[src/rtl/frx_pkg.sv]
package frx_pkg;

    localparam int SLOT_W      = 32;
    localparam int LEN_W       = 9;
    localparam int HDR_LEN_LSB = 16;
    localparam int HDR_END_BIT = 31;

    typedef struct packed {
        logic             last;
        logic [LEN_W-1:0] len;
    } frx_hdr_t;

    typedef enum logic [2:0] {
        S_IDLE,
        S_HDR,
        S_BODYW,
        S_LOAD,
        S_EMIT,
        S_NEXT,
        S_DONE
    } frx_state_t;

    function automatic frx_hdr_t frx_decode(input logic [SLOT_W-1:0] w);
        frx_hdr_t h;
        h.last = w[HDR_END_BIT];
        h.len  = w[HDR_LEN_LSB +: LEN_W];
        return h;
    endfunction

    function automatic logic [LEN_W-1:0] frx_slots(input logic [LEN_W-1:0] len);
        logic [LEN_W:0] t;
        t = {1'b0, len} + (LEN_W+1)'(3);
        return t[LEN_W:0] >> 2;
    endfunction

endpackage

[src/rtl/frx_wait_timer.sv]
module frx_wait_timer #(
    parameter int W = 16
) (
    input  logic         clk,
    input  logic         rst,
    input  logic         en,
    input  logic [W-1:0] limit,
    output logic         expired
);
    logic [W-1:0] count;
    logic         reached;

    assign reached = (count >= limit);
    assign expired = en && reached;

    always_ff @(posedge clk) begin
        if (rst || !en) begin
            count <= '0;
        end else if (!reached) begin
            count <= count + W'(1);
        end
    end
endmodule

[src/rtl/frx_unpacker.sv]
module frx_unpacker #(
    parameter int SLOT_W = 32
) (
    input  logic              clk,
    input  logic              rst,
    input  logic              load,
    input  logic [SLOT_W-1:0] word_in,
    input  logic              advance,
    output logic [7:0]        byte_out,
    output logic              at_last
);
    localparam int NB    = SLOT_W / 8;
    localparam int IDX_W = $clog2(NB);

    logic [SLOT_W-1:0] word_q;
    logic [IDX_W-1:0]  idx;

    assign byte_out = word_q[idx*8 +: 8];
    assign at_last  = (idx == IDX_W'(NB-1));

    always_ff @(posedge clk) begin
        if (rst) begin
            word_q <= '0;
            idx    <= '0;
        end else if (load) begin
            word_q <= word_in;
            idx    <= '0;
        end else if (advance) begin
            idx <= idx + IDX_W'(1);
        end
    end
endmodule

[src/rtl/frag_reassembly_rx.sv]
module frag_reassembly_rx
    import frx_pkg::*;
#(
    parameter int CAP_W = 16,
    parameter int CNT_W = 8,
    parameter int TO_W  = 16
) (
    input  logic              clk,
    input  logic              rst,
    input  logic              start,
    input  logic [CAP_W-1:0]  capacity,
    input  logic [TO_W-1:0]   timeout_limit,
    input  logic              far_ready,
    input  logic [CNT_W-1:0]  fill_count,
    input  logic [31:0]       slot_data,
    output logic              slot_pop,
    output logic              out_valid,
    output logic [7:0]        out_byte,
    output logic              doorbell,
    output logic              busy,
    output logic              done,
    output logic              ok,
    output logic [CAP_W-1:0]  total_len,
    output logic              warn_zero,
    output logic              timeout_err
);
    localparam int WIDE_W = (CAP_W > CNT_W ? CAP_W : CNT_W) + LEN_W;

    frx_state_t        state;
    frx_hdr_t          hdr_q;
    frx_hdr_t          hdr_in;
    logic [CAP_W-1:0]  left_q;
    logic [LEN_W-1:0]  rem_q;
    logic [TO_W-1:0]   limit_q;
    logic              waiting;
    logic              expired;
    logic              have_hdr;
    logic              have_body;
    logic              too_long;
    logic              at_last;

    assign hdr_in    = frx_decode(slot_data);
    assign have_hdr  = (fill_count != '0);
    assign have_body = WIDE_W'(fill_count) >= WIDE_W'(frx_slots(hdr_q.len));
    assign too_long  = WIDE_W'(hdr_in.len) > WIDE_W'(left_q);
    assign waiting   = (state == S_HDR && !have_hdr) ||
                       (state == S_BODYW && !have_body);

    assign slot_pop  = (state == S_HDR && have_hdr) || (state == S_LOAD);
    assign out_valid = (state == S_EMIT);
    assign doorbell  = (state == S_NEXT) && !hdr_q.last && (fill_count == '0);
    assign busy      = (state != S_IDLE);
    assign done      = (state == S_DONE);

    frx_wait_timer #(.W(TO_W)) u_timer (
        .clk     (clk),
        .rst     (rst),
        .en      (waiting),
        .limit   (limit_q),
        .expired (expired)
    );

    frx_unpacker #(.SLOT_W(SLOT_W)) u_unpack (
        .clk      (clk),
        .rst      (rst),
        .load     (state == S_LOAD),
        .word_in  (slot_data),
        .advance  (state == S_EMIT),
        .byte_out (out_byte),
        .at_last  (at_last)
    );

    always_ff @(posedge clk) begin
        if (rst) begin
            state       <= S_IDLE;
            hdr_q       <= '0;
            left_q      <= '0;
            rem_q       <= '0;
            limit_q     <= '0;
            total_len   <= '0;
            ok          <= 1'b0;
            warn_zero   <= 1'b0;
            timeout_err <= 1'b0;
        end else begin
            unique case (state)
                S_IDLE: begin
                    if (start) begin
                        left_q      <= capacity;
                        limit_q     <= timeout_limit;
                        total_len   <= '0;
                        ok          <= 1'b0;
                        warn_zero   <= 1'b0;
                        timeout_err <= 1'b0;
                        hdr_q       <= '0;
                        state       <= S_HDR;
                    end
                end
                S_HDR: begin
                    if (have_hdr) begin
                        hdr_q <= hdr_in;
                        rem_q <= hdr_in.len;
                        if (hdr_in.len == '0) begin
                            warn_zero <= 1'b1;
                            state     <= S_NEXT;
                        end else if (too_long) begin
                            state <= S_DONE;
                        end else begin
                            state <= S_BODYW;
                        end
                    end else if (expired) begin
                        timeout_err <= 1'b1;
                        state       <= S_DONE;
                    end
                end
                S_BODYW: begin
                    if (have_body) begin
                        state <= S_LOAD;
                    end else if (expired) begin
                        timeout_err <= 1'b1;
                        state       <= S_DONE;
                    end
                end
                S_LOAD: begin
                    state <= S_EMIT;
                end
                S_EMIT: begin
                    total_len <= total_len + CAP_W'(1);
                    left_q    <= left_q - CAP_W'(1);
                    rem_q     <= rem_q - LEN_W'(1);
                    if (rem_q == LEN_W'(1)) begin
                        state <= S_NEXT;
                    end else if (at_last) begin
                        state <= S_LOAD;
                    end
                end
                S_NEXT: begin
                    if (hdr_q.len != '0 && !hdr_q.last && left_q != '0) begin
                        state <= S_HDR;
                    end else begin
                        ok    <= hdr_q.last && (hdr_q.len != '0) && far_ready;
                        state <= S_DONE;
                    end
                end
                S_DONE: begin
                    state <= S_IDLE;
                end
                default: state <= S_IDLE;
            endcase
        end
    end
endmodule

[config.mk]
export PLATFORM = sky130hd
export DESIGN_NAME = frag_reassembly_rx
export DESIGN_NICKNAME = d
export VERILOG_FILES = /design/src/rtl/frx_pkg.sv /design/src/rtl/frx_wait_timer.sv /design/src/rtl/frx_unpacker.sv /design/src/rtl/frag_reassembly_rx.sv
export SDC_FILE = /design/constraint.sdc
export NUM_CORES = 1
export LEC_CHECK = 0
export BUFFER_PORTS_ARGS = -buffer_cell sky130_fd_sc_hd__buf_4
export CORE_UTILIZATION = 40
export DETAILED_ROUTE_END_ITERATION = 8
export GPL_TIMING_DRIVEN = 0
export PLACE_DENSITY = 0.56
export SYNTH_ARGS = -nofsm -noshare
export SYNTH_HDL_FRONTEND = slang
export SYNTH_HIERARCHICAL = 1
export SYNTH_SLANG_ARGS = --single-unit
[constraint.sdc]
create_clock -name clk -period 6.4 [get_ports clk]
set_input_delay 0.32 -clock clk [delete_from_list [all_inputs] [get_ports clk]]
set_output_delay 0.32 -clock clk [all_outputs]
set_load 0.05 [all_outputs]
==> metrics.cfg <==
[global_routing]
grt.total_usage_pct = 23.0
grt_pass1_wl_mm = 29.6
grt_pass1_vias = 5813
globalRoute.totalOverflow = 0
grt_max_degree = 17
antenna_found_initial = 0

[clock_network]
clkSlewWorstSetupHoldPaths_ns = 0.06
cts_tree = done
cts-root-buf = clkbuf_16
clk_latency_ns = 0.41
clock_path_buffers = 2
htreeDepth = 4
hold_buffers = 0
postCtsSetupBuffers = 0
numCtsBuffers = 17
postCtsResizedCells = 0
cts.sink_count = 123

[finish]
antenna_cells = 0
area_growth_pct = 24.5
layout-drive-gt1-share_pct = 19.3
mostFrequentLayoutCell = dfxtp_1
fin_nets = 1010
final_cell_mix = dfxtp_1 (123), buf_4 (109), nor2_1 (85), nand2_1 (79), a21oi_1 (76)
fillCellCount = 1552

[synthesis]
ys_types = 68
synth_mux_area_share_pct = 8.77
seq_area_frac_synth_pct = 37.6
synthAdderAreaFrac_pct = 7.45
synthArstFlopShare_pct = 0
syn_inst = 769
synth_area_per_cell_um2 = 8.51
synthesis.nets = 884
ys_seq_elements = 123
synth_top_family_by_area = simple AND/OR/NAND/NOR gates
synth-main-ff-cell = dfxtp_1
netlist_area_mm2 = 0.00655
synth_compound_area_share_pct = 17.0
yosysWarnings = 6
synth_edf_count = 0
synth_simple_gate_area_share_pct = 22.1
synth_xor_xnor_area_share_pct = 1.47

[timing]
drv_slew = 0
fin_crit_sh_pct = 55.8
max_freq_mhz = 280
worstMarginPinSlew_ns = 0.742
setup_viol = 0
tns_ns = 0
rsz0062_at_grt = no
worst_slack_ns = 2.83
skew_ns = 0.00652
min_period_ns = 3.57
report.final.hold_viol_count = 0
slew-limit-headroom_pct = 49.3

[floorplan]
dieArea_mm2 = 0.0169
die-height_um = 130
core_mm2 = 0.0159
die-width_um = 130
start_util_pct = 41.1
rows = 46
io_pins = 108

[routing]
route.detailed.drc = 0
vias_per_cell = 5.48
first_pass_iters = 5
antenna_left = 0
dr.first_iter.drc_count = 378
wl_per_cell_um = 16.6
via_count = 6160
drt_wl_total_mm = 18.6

[setup_path]
worst-path-max-fanout = 7
path_class = flop to flop
r2r-end = u_timer/count[4]
ff2ff_path_depth = 15
critPathArrivalTime_ns = 3.93
worstPathRequired_ns = 6.76
end_kind = flop
cp-start-kind = flop
r2r_start = hdr_q[0]
ff2ff_setup_slack_ns = 2.83

[hold_path]
hold_class = input pin to flop
hold_end = left_q[13]
whs_path_depth = 3
hold_start = capacity[13]

[placement]
dp_hpwl_mm = 14.0
portBuffers = 107
place_ws_ns = 2.93
gp_congestion = 0.927

[flow_run]
max_cap_viol_count = 0

[run_status]
status = finished, final reports clean

[power_and_ir_drop]
p_leak_uw = 0.00308
power_density_mw_per_mm2 = 377
ir_drop_uv = 283

[synthesized netlist by cell type (all sizes together), types with 3 or more instances]
cell     number  area, µm²
nand4        10       77.6
nand3b        4       30.0
mux2          3       33.8
o311ai        5       43.8
nor2         85        319
and2          3       18.8
or4          13        101
inv          42        158
a21oi        76        380
dfxtp       123       2460
a221oi        3       26.3
nor4         13        111
nand2b        3       18.8
o31ai         7       52.6
a22oi         5       37.5
a211oi        6       50.1
mux2i        36        360
nor3         23        115
o21ai        20        104
or3          10       68.8
nand2        79        297
and3          6       37.5
nor2b         4       25.0
mux4          8        180
a2111oi       4       53.8
xnor2         7       61.3
xor2          4       35.0
clkbuf       26       98.8
buf          13        106
o211ai       12       90.1
o21a          9       67.6
nand3        34        170
a31oi        10       62.6
ha           39        488
[how the worst max path moves through the flow]
stage | from | endpoint | slack, ns | cells past startpoint
global placement | hdr_q[0] | u_timer/count[4] | 2.96 | 15
floorplan | hdr_q[0] | state[0] | 3.41 | 17
global route | hdr_q[0] | u_timer/count[4] | 2.44 | 15
CTS | hdr_q[0] | u_timer/count[4] | 2.86 | 15
detailed placement | hdr_q[0] | u_timer/count[4] | 2.93 | 15
finish | hdr_q[0] | u_timer/count[4] | 2.83 | 15
[critical path, stage by stage (launching register included)]
cell	delay, ns
dfxtp_1	0.36
nor2_1	0.07
nor2b_1	0.24
nand3_1	0.15
nor2_1	0.26
nand3_1	0.13
xor2_1	0.17
ha_1	0.29
a211oi_1	0.25
o21ai_0	0.19
a21oi_1	0.29
nand4_1	0.12
o21ai_0	0.15
nand2b_1	0.24
or4_1	0.52
nand2_1	0.08
[layout make-up]
| cell class | count | area, µm² | area share (%) |
|---|---|---|---|
| Timing Repair Buffer | 107 | 803 | 9.86 |
| Clock buffer | 18 | 429 | 5.27 |
| Inverter | 43 | 161 | 1.98 |
| Clock inverter | 14 | 100 | 1.23 |
| Buffer | 39 | 205 | 2.52 |
| Tap cell | 216 | 270 | 3.32 |
| Multi-Input combinational cell | 564 | 3720 | 45.6 |
| Sequential cell | 123 | 2460 | 30.2 |
[kinds of logic (layout without fill, tap and decap cells)]
logic type / after synthesis / count (layout)
simple gates: 294 / 294
compound gates: 173 / 173
flops: 123 / 123
buf+inv: 82 / 221
mux: 47 / 47
fa+ha+maj: 39 / 39
xor+xnor: 11 / 11
[flip-flops by register name (all words and copies together) (netlist names)]
name             flops
limit_q             16
u_unpack/idx         2
u_unpack/word_q     32
timeout_err          1
hdr_q               10
rem_q                9
warn_zero            1
left_q              16
state                3
u_timer/count       16
ok                   1
total_len           16
[metal layers]
layer  track usage (%)  vias up  share of wire (%)
met3              5.08       18                6.5
met4              6.77        0               0.97
met2              36.5      211                 44
met1              31.4     2887                 48
li1                  -     3044                  -
met5                 0        -                  0
[report_power, final]
group          internal (µW)  leakage (µW)  total, µW  switching (µW)
clock network            492      0.000244        853             360
registers                892      0.000999       1000             111
logic                    440       0.00184       1220             779
[stage by stage]
step | instance area, µm² | utilization (%) | std cells | hold slack (ns) | power [µW]
5_1_grt | 8150 | 51.1 | 1124 | 0.123 | 3290
6_report | 8150 | 51.1 | 1124 | 0.135 | 3080
2_1_floorplan | 6550 | - | 769 | 0.436 | 1870
3_3_place_gp | 7620 | 47.8 | 1092 | 0.445 | 2200
3_5_place_dp | 7620 | 47.8 | 1092 | 0.447 | 2230
4_1_cts | 8150 | 51.1 | 1124 | 0.119 | 3090
Note: power is estimated with default switching activity, not from simulation.
